===== src/rtl/acc_core_pkg.sv =====
package acc_core_pkg;

  localparam int WORD_W = 16;

  // ALU control, MSB first as carried in the instruction
  typedef struct packed {
    logic zero_x;
    logic inv_x;
    logic zero_y;
    logic inv_y;
    logic add_sel;
    logic inv_out;
  } alu_ctl_t;

  // Decoded instruction fields
  typedef struct packed {
    logic     is_compute;
    logic     y_from_mem;
    alu_ctl_t alu_ctl;
    logic     wr_a;
    logic     wr_d;
    logic     wr_m;
    logic     on_neg;
    logic     on_zero;
    logic     on_pos;
  } ctl_t;

endpackage


===== src/rtl/acc_decode.sv =====
module acc_decode
  import acc_core_pkg::*;
#(
  parameter int W = 16
) (
  input  logic [W-1:0] instr,
  output ctl_t         ctl
);
  localparam int OP_BIT  = W - 1;
  localparam int SEL_BIT = W - 4;
  localparam int FN_LO   = 6;
  localparam int DST_LO  = 3;

  logic unused_spare_bits;
  assign unused_spare_bits = ^instr[OP_BIT-1:SEL_BIT+1];

  always_comb begin
    ctl.is_compute = instr[OP_BIT];
    ctl.y_from_mem = instr[SEL_BIT];
    ctl.alu_ctl    = alu_ctl_t'(instr[FN_LO+5:FN_LO]);
    ctl.wr_a       = instr[OP_BIT] & instr[DST_LO+2];
    ctl.wr_d       = instr[OP_BIT] & instr[DST_LO+1];
    ctl.wr_m       = instr[OP_BIT] & instr[DST_LO];
    ctl.on_neg     = instr[OP_BIT] & instr[2];
    ctl.on_zero    = instr[OP_BIT] & instr[1];
    ctl.on_pos     = instr[OP_BIT] & instr[0];
  end
endmodule


===== src/rtl/acc_alu.sv =====
module acc_alu
  import acc_core_pkg::*;
#(
  parameter int W = 16
) (
  input  logic [W-1:0] x_in,
  input  logic [W-1:0] y_in,
  input  alu_ctl_t     ctl,
  output logic [W-1:0] result,
  output logic         zr,
  output logic         ng
);
  logic [W-1:0] x_z, x_p, y_z, y_p, f_out;

  always_comb begin
    x_z   = ctl.zero_x ? '0 : x_in;
    x_p   = ctl.inv_x  ? ~x_z : x_z;
    y_z   = ctl.zero_y ? '0 : y_in;
    y_p   = ctl.inv_y  ? ~y_z : y_z;
    f_out = ctl.add_sel ? (x_p + y_p) : (x_p & y_p);
    result = ctl.inv_out ? ~f_out : f_out;
  end

  assign zr = (result == '0);
  assign ng = result[W-1];
endmodule


===== src/rtl/acc_branch.sv =====
module acc_branch
  import acc_core_pkg::*;
#(
  parameter int AW = 15
) (
  input  logic          clk,
  input  logic          rst,
  input  ctl_t          ctl,
  input  logic          zr,
  input  logic          ng,
  input  logic [AW-1:0] target,
  output logic          take,
  output logic [AW-1:0] pc
);
  logic          pos;
  logic [AW-1:0] pc_q;

  assign pos  = ~zr & ~ng;
  assign take = (ctl.on_neg & ng) | (ctl.on_zero & zr) | (ctl.on_pos & pos);

  always_ff @(posedge clk) begin
    if (rst)       pc_q <= '0;
    else if (take) pc_q <= target;
    else           pc_q <= pc_q + AW'(1);
  end

  assign pc = pc_q;


  pc_step_chk: assert property (@(posedge clk) disable iff (rst)
    !take |=> pc_q == $past(pc_q) + AW'(1));


  taken_needs_compute_chk: assert property (@(posedge clk) disable iff (rst)
    take |-> ctl.is_compute);
endmodule


===== src/rtl/acc_cpu_core.sv =====
module acc_cpu_core
  import acc_core_pkg::*;
#(
  parameter int W = 16
) (
  input  logic         clk,
  input  logic         rst,
  input  logic [15:0]  instr_word,
  input  logic [15:0]  mem_rdata,
  output logic [15:0]  mem_wdata,
  output logic         mem_we,
  output logic [14:0]  mem_addr,
  output logic [14:0]  fetch_addr
);
  localparam int AW = W - 1;

  ctl_t         ctl;
  logic [W-1:0] a_q, d_q, y_op, alu_res;
  logic         zr, ng, take;

  acc_decode #(.W(W)) u_dec (.instr(instr_word), .ctl(ctl));

  assign y_op = ctl.y_from_mem ? mem_rdata : a_q;

  acc_alu #(.W(W)) u_alu (
    .x_in(d_q), .y_in(y_op), .ctl(ctl.alu_ctl),
    .result(alu_res), .zr(zr), .ng(ng)
  );

  acc_branch #(.AW(AW)) u_br (
    .clk(clk), .rst(rst), .ctl(ctl), .zr(zr), .ng(ng),
    .target(a_q[AW-1:0]), .take(take), .pc(fetch_addr)
  );

  always_ff @(posedge clk) begin
    if (rst)                  a_q <= '0;
    else if (!ctl.is_compute) a_q <= instr_word;
    else if (ctl.wr_a)        a_q <= alu_res;
  end

  always_ff @(posedge clk) begin
    if (rst)           d_q <= '0;
    else if (ctl.wr_d) d_q <= alu_res;
  end

  assign mem_wdata = alu_res;
  assign mem_we    = ctl.wr_m;
  assign mem_addr  = a_q[AW-1:0];


  const_load_chk: assert property (@(posedge clk) disable iff (rst)
    !instr_word[W-1] |=> a_q == $past(instr_word));


  store_only_compute_chk: assert property (@(posedge clk) disable iff (rst)
    mem_we |-> instr_word[W-1]);


  jump_old_a_chk: assert property (@(posedge clk) disable iff (rst)
    take |=> fetch_addr == $past(a_q[AW-1:0]));


  d_hold_chk: assert property (@(posedge clk) disable iff (rst)
    !ctl.wr_d |=> $stable(d_q));
endmodule


===== config.mk =====
export PLATFORM = sky130hd
export DESIGN_NAME = acc_cpu_core
export DESIGN_NICKNAME = d
export VERILOG_FILES = /design/src/rtl/acc_core_pkg.sv /design/src/rtl/acc_decode.sv /design/src/rtl/acc_alu.sv /design/src/rtl/acc_branch.sv /design/src/rtl/acc_cpu_core.sv
export SDC_FILE = /design/constraint.sdc
export NUM_CORES = 1
export LEC_CHECK = 0
export BUFFER_PORTS_ARGS = -buffer_cell sky130_fd_sc_hd__clkbuf_2
export CAP_MARGIN = 25
export CORE_UTILIZATION = 52
export CTS_BUF_LIST = sky130_fd_sc_hd__clkbuf_4 sky130_fd_sc_hd__clkbuf_8 sky130_fd_sc_hd__clkbuf_16
export CTS_CLUSTER_DIAMETER = 200
export DETAILED_ROUTE_END_ITERATION = 10
export HOLD_SLACK_MARGIN = 0.03
export MAX_ROUTING_LAYER = met4
export PLACE_DENSITY = 0.87
export SETUP_SLACK_MARGIN = 0.4
export SLEW_MARGIN = 20
export SYNTH_ARGS = -nofsm -noshare
export SYNTH_HDL_FRONTEND = slang
export SYNTH_HIERARCHICAL = 1
export SYNTH_SLANG_ARGS = --single-unit
export TNS_END_PERCENT = 10

===== constraint.sdc =====
create_clock -name clk -period 4.54 [get_ports clk]
set_input_delay 0 -clock clk [delete_from_list [all_inputs] [get_ports clk]]
set_output_delay 0 -clock clk [all_outputs]
set_load 0.1 [all_outputs]

== Yosys cells after proc, flatten, opt, wreduce, memory -nomap -nowiden ==
Cells that the tools add are included.

* Add/sub/neg operators: 2
* $mul: 0
* Div/mod/pow operators: 0
* Order comparisons: 0
* Equality and inequality tests: 1
* Shift operators: 0
* Mux-type cells: 10
* Bitwise logic cells: 19
* Reduce and logical (&&, ||, !) cells: 2

{| class="wikitable"
|+ Operators with widths
! operator !! number
|-
| 16-bit two-way mux || 7
|-
| 16-bit NOT || 3
|-
| 15-bit two-way mux || 3
|-
| 16-bit adder || 1
|-
| 16-bit AND || 1
|-
| 16-bit zero test || 1
|-
| 15-bit by 1-bit adder with 15-bit output (second input constant) || 1
|-
| 1-bit AND || 10
|-
| 1-bit NOT || 3
|-
| 2-bit by 1-bit inequality test with 1-bit output (second input constant) || 1
|-
| 1-bit OR || 2
|-
| 2-bit OR reduction || 1
|}

* Flip-flop bits (word level): 47
* Bits in latches: 0
* Memory bits (writable): 0
* ROM bits: 0
* Input bits: 34
* Output and inout port bits: 47
* Memories: 0

== Longest topological paths before layout ==
* Depth in word-level cells: 14
* Mapped depth: 20
* Depth with buffers taken out: 17

== Hierarchy ==
The synthesis kept the hierarchy.

{| class="wikitable"
|+ By module, submodules not included
! module !! instances !! cells an instance !! area each (um^2)
|-
| acc_alu || 1 || 271 || 1,930.6
|-
| acc_cpu_core || 1 || 155 || 1,576.5
|-
| acc_branch || 1 || 89 || 827.0
|-
| acc_decode || 1 || 14 || 97.6
|}

== Least setup slack after synthesis ==
OpenSTA, ideal clock, no wires.

* Path kind: input -> register
* From: in instr_word[8]
* To: reg u_br.pc_q[10], in the netlist u_br/pc[10]
* Library setup time: 137 ps
* Arrival: 5,340 ps
* Data required time: 4,403 ps
* Slack: -938 ps
* Stages on the path: 16
* Path buffers: 4
* Cells stage by stage: buf_4 -> clkbuf_1 -> clkbuf_1 -> xnor2_1 -> ha_1 -> fa_1 -> a211oi_1 -> o21ai_1 -> a2111oi_0 -> nor3b_1 -> xnor2_1 -> or3_1 -> a2111oi_2 -> a221oi_4 -> clkbuf_1 -> a211oi_1

* Longest elaborated chain between the ends: 11

{| class="wikitable"
|+ RTL lines
! item !! RTL line !! RTL
|-
| from (decl) || acc_cpu_core.sv:8 || <nowiki>input logic [15:0] instr_word,</nowiki>
|-
| 16-bit two-way mux (*) || acc_alu.sv:19 || <nowiki>y_p = ctl.inv_y ? ~y_z : y_z;</nowiki>
|-
| 16-bit adder / 16-bit AND (equally long branches) || acc_alu.sv:20 || <nowiki>f_out = ctl.add_sel ? (x_p + y_p) : (x_p & y_p);</nowiki>
|-
| 16-bit two-way mux (*) || acc_alu.sv:20 ||
|-
| 16-bit NOT || acc_alu.sv:21 || <nowiki>result = ctl.inv_out ? ~f_out : f_out;</nowiki>
|-
| 16-bit two-way mux (*) || acc_alu.sv:21 ||
|-
| via mem_wdata[8] || acc_cpu_core.sv:10 || <nowiki>output logic [15:0] mem_wdata,</nowiki>
|-
| 16-bit zero test (*) || acc_alu.sv:24 || <nowiki>assign zr = (result == '0);</nowiki>
|-
| via zr || acc_cpu_core.sv:19 || <nowiki>logic zr, ng, take;</nowiki>
|-
| 1-bit NOT || acc_branch.sv:18 || <nowiki>assign pos = ~zr & ~ng;</nowiki>
|-
| 1-bit AND || acc_branch.sv:18 ||
|-
| 1-bit AND || acc_branch.sv:19 || <nowiki>assign take = (ctl.on_neg & ng) | (ctl.on_zero & zr) | (ctl.on_pos & pos);</nowiki>
|-
| 1-bit OR (*) || acc_branch.sv:19 ||
|-
| 15-bit two-way mux (*) || acc_branch.sv:23 || <nowiki>else if (take) pc_q <= target;</nowiki>
|-
| to (signal assigned) || acc_branch.sv:23 ||
|-
| to (signal assigned) || acc_branch.sv:24 || <nowiki>else pc_q <= pc_q + AW'(1);</nowiki>
|-
| to (decl) || acc_branch.sv:16 || <nowiki>logic [AW-1:0] pc_q;</nowiki>
|}

The timed path passes the listed nets; every way through them passes the cells marked *.
A chain may end at the register's enable or synchronous reset.

== Final worst setup path ==
* From: reg a_q[0]
* To: reg u_br.pc_q[3], in the netlist u_br/pc[3]

* Longest elaborated chain between the ends: 14

{| class="wikitable"
|+ RTL lines
! item !! RTL line !! RTL
|-
| from (decl) || acc_cpu_core.sv:18 || <nowiki>logic [W-1:0] a_q, d_q, y_op, alu_res;</nowiki>
|-
| from (signal assigned) || acc_cpu_core.sv:37 || <nowiki>else if (!ctl.is_compute) a_q <= instr_word;</nowiki>
|-
| from (signal assigned) || acc_cpu_core.sv:38 || <nowiki>else if (ctl.wr_a) a_q <= alu_res;</nowiki>
|-
| 16-bit two-way mux (*) || acc_cpu_core.sv:23 || <nowiki>assign y_op = ctl.y_from_mem ? mem_rdata : a_q;</nowiki>
|-
| via y_op[0] || acc_cpu_core.sv:18 ||
|-
| 16-bit two-way mux (*) || acc_alu.sv:18 || <nowiki>y_z = ctl.zero_y ? '0 : y_in;</nowiki>
|-
| 16-bit NOT || acc_alu.sv:19 ||
|-
| 16-bit two-way mux (*) || acc_alu.sv:19 ||
|-
| 16-bit adder / 16-bit AND (equally long branches) || acc_alu.sv:20 ||
|-
| 16-bit two-way mux (*) || acc_alu.sv:20 ||
|-
| 16-bit NOT || acc_alu.sv:21 ||
|-
| 16-bit two-way mux (*) || acc_alu.sv:21 ||
|-
| 16-bit zero test (*) || acc_alu.sv:24 ||
|-
| via zr || acc_cpu_core.sv:19 ||
|-
| 1-bit NOT || acc_branch.sv:18 ||
|-
| 1-bit AND || acc_branch.sv:18 ||
|-
| 1-bit AND || acc_branch.sv:19 ||
|-
| 1-bit OR (*) || acc_branch.sv:19 ||
|-
| 15-bit two-way mux (*) || acc_branch.sv:23 ||
|}

Marks and branches as above.

==> results.txt <==
ANT nets after route = 0
# clock sinks = 47
DIE HEIGHT = 94.3 µm
flops & latches, synth = 47
Num CTS Buffers = 5
final wirelength = 14400 µm
Via density = 6.47
CTS tree = yes
placed cells = 672
RSZ-0062 raised after global routing = yes
Req. time, crit path = 4740 ps
Synth Flop Type = dfxtp_1
Synth area leader = dfxtp_1
initial antenna violation count = 0
status = complete, but fails checks
GPL Wtd Cong = 0.933
Lkg Pwr = 2.15 nW
layout cells sized above 1 = 33.0%
Die Span X = 94.3 µm
Cell Count, Final, Fillers Out = 705
# nets final = 651
Least-Margin Pin Slew = 1090 ps
final core occ = 65.6%
crit path max-delay cell type = or4_4
row count = 33
crit-path max FO = 4
Cell variety after synth = 73
Synth area leaders = dfxtp_1 21%, xnor2_1 12%, mux2i_1 8.8%, a211oi_1 5.4%, nor2_1 5.4%
max-cap viol count = 0
Max VDD drop = 0.348 mV
worst min-delay path category = in -> reg
area added between synthesis and finish = 21.6%
n_diodes = 0
Clock Tree Buf Depth = 2
detailed router's first-iteration violation count = 434
first-pass detailed-route iteration total = 5
global route overflow = 0
kind of end point of the critical path = register
io pins = 81
initial cell density of the core = 53.9%
top cell type's share of synthesized area = 21.2%
wire per inst = 20.4 µm
fmax = 0.218 GHz
Die ar. = 8900 µm²
sequential share of the synthesized area = 21.2%
Clock Skew = 12.3 ps
Reg clk slew, reported paths = 90 ps
hold violation total from the final report = 0
Synth Net Count = 581
core footprint = 8220 µm²
vias in the first global route = 4138
Period minus WS final = 4580 ps
crit path launch type = register
drc violations = 0
Slew Limit Fails = 0
commonest non-fill, non-tap cell in the layout = clkbuf_2
Buffers on Ports = 80
critical path class = reg -> reg
Slew Limit Headroom = 27.0%
first-pass GRT wire length = 20200 µm
asr flop ratio synth = 0%
clock latency on the worst-skew pair = 320 ps
fin crit share = 101%
commonest cells after routing, fill and taps aside = 80 x clkbuf_2, 63 x nor2_1, 54 x xnor2_1
Mapped Area = 4430 µm²
CP Data Arrival Time = 4780 ps
Worst Slack Setup Final = -40.6 ps
post-DP HPWL = 8890 µm
PwrDens = 438 nW/µm²
crit-path cells = mux2_2 -> nand2b_1 -> xnor2_1 -> ha_2 -> fa_2 -> a21o_4 -> a2111oi_4 -> a211oi_2 -> o21ai_1 -> nand3_2 -> or4_4 -> a2111oi_4 -> nor3b_2 -> a221oi_4 -> buf_4 -> buf_4 -> nor2_1 -> a211oi_1
GRT Total Usage = 30.1%
synth warn = 6
total power = 2.36 mW
cells after synthesis = 529
failing checks = setup timing
via count = 4561
Final Hold Slack = 122 ps
root buf cell = clkbuf_8
Setup-failing EPs final = 2
Avg Cell Area, Syn = 8.38 µm²
Post-synth EDFFs = 0
H-tree depth = 2
CP peak stage delay = 550 ps
largest net degree at the start of global routing = 48
cell type report:
class                   count  area, µm²
multi-input cells         412       3380
well taps                 105        131
fillers                   570       2830
repair buffers            118        769
inverters                  15       56.3
flip-flops and latches     47        948
clock buffers               6       82.6
clock inverters             2       16.3
cell usage after synthesis, types with 6 or more instances:
library cell,instances
dfxtp_1,47
ha_1,17
buf_2,6
a21oi_1,7
clkbuf_1,18
nand2b_1,35
mux2_2,16
buf_4,25
a211oi_1,32
xnor2_1,59
nand2_1,16
inv_1,13
mux2i_1,39
nand3_1,14
nor3_1,10
and2_1,8
and3_1,6
nor2_1,64
stage by stage:
step	instance area (µm²)	setup slack, ps	TNS (ps)
3_5_place_dp	4820	67.6	0
5_1_grt	5390	-183	-1400
6_report	5390	-40.6	-47.2
3_3_place_gp	4820	222	0
2_1_floorplan	4560	169	0
4_1_cts	5200	236	0
repair_timing:
item / 4_1_cts / 5_1_grt
buffers inserted: 10 / 5
endpoints found under the hold margin: 8 / 0
endpoints found under the setup margin: 15 / 15
pin swaps: 13 / 17
hold buffers: 8 / 0
resized for setup: 17 / 28
cloned: 2 / 0
kinds of logic after synthesis:
logic type	share of synthesized area [%]
muxes	12.9
buffers and inverters	8.92
and+or+nand+nor	22.9
adders and majority gates	5.25
AOI/OAI and AO/OA	17.0
xor gates and xnor gates	11.9
DFF	21.2
where the power goes:
group	total, mW	switching [mW]	internal (mW)
registers	0.518	0.0563	0.462
logic	1.56	1.10	0.453
clock network	0.286	0.161	0.125
total	2.36	1.32	1.04
registers in the layout, indices dropped and copies added (netlist names):
| name | cells |
|---|---|
| a_q | 16 |
| d_q | 16 |
| u_br/pc | 15 |
layer usage:
metal / global-route usage (%) / share of wire, % / vias to the layer above
li1: - / - / 1998
met1: 34.1 / 38 / 2122
met2: 50.7 / 48 / 337
met3: 4.69 / 8.6 / 104
met4: 16.0 / 6.0 / 0
met5: - / 0 / -
worst paths after layout:
path / from / to / slack, ps / cells after the start
setup / recovery: a_q[0] / u_br/pc[3] / -40 / 18
hold / removal: instr_word[9] / a_q[9] / 120 / 3
setup reg to reg: a_q[0] / u_br/pc[3] / -40 / 18
hold reg to reg: d_q[11] / d_q[11] / 500 / 2
critical path, delay by kind of cell (launching register included):
family	cells	cell delay (ps)
flip-flops	1	340
multiplexers	1	250
buffers and inverters	2	310
adder cells (fa/ha/maj)	2	660
AND/OR/NAND/NOR	5	950
XOR/XNOR	1	70
AO/OA/AOI/OAI	7	1880
No activity file was read; power rests on OpenSTA's default activity.
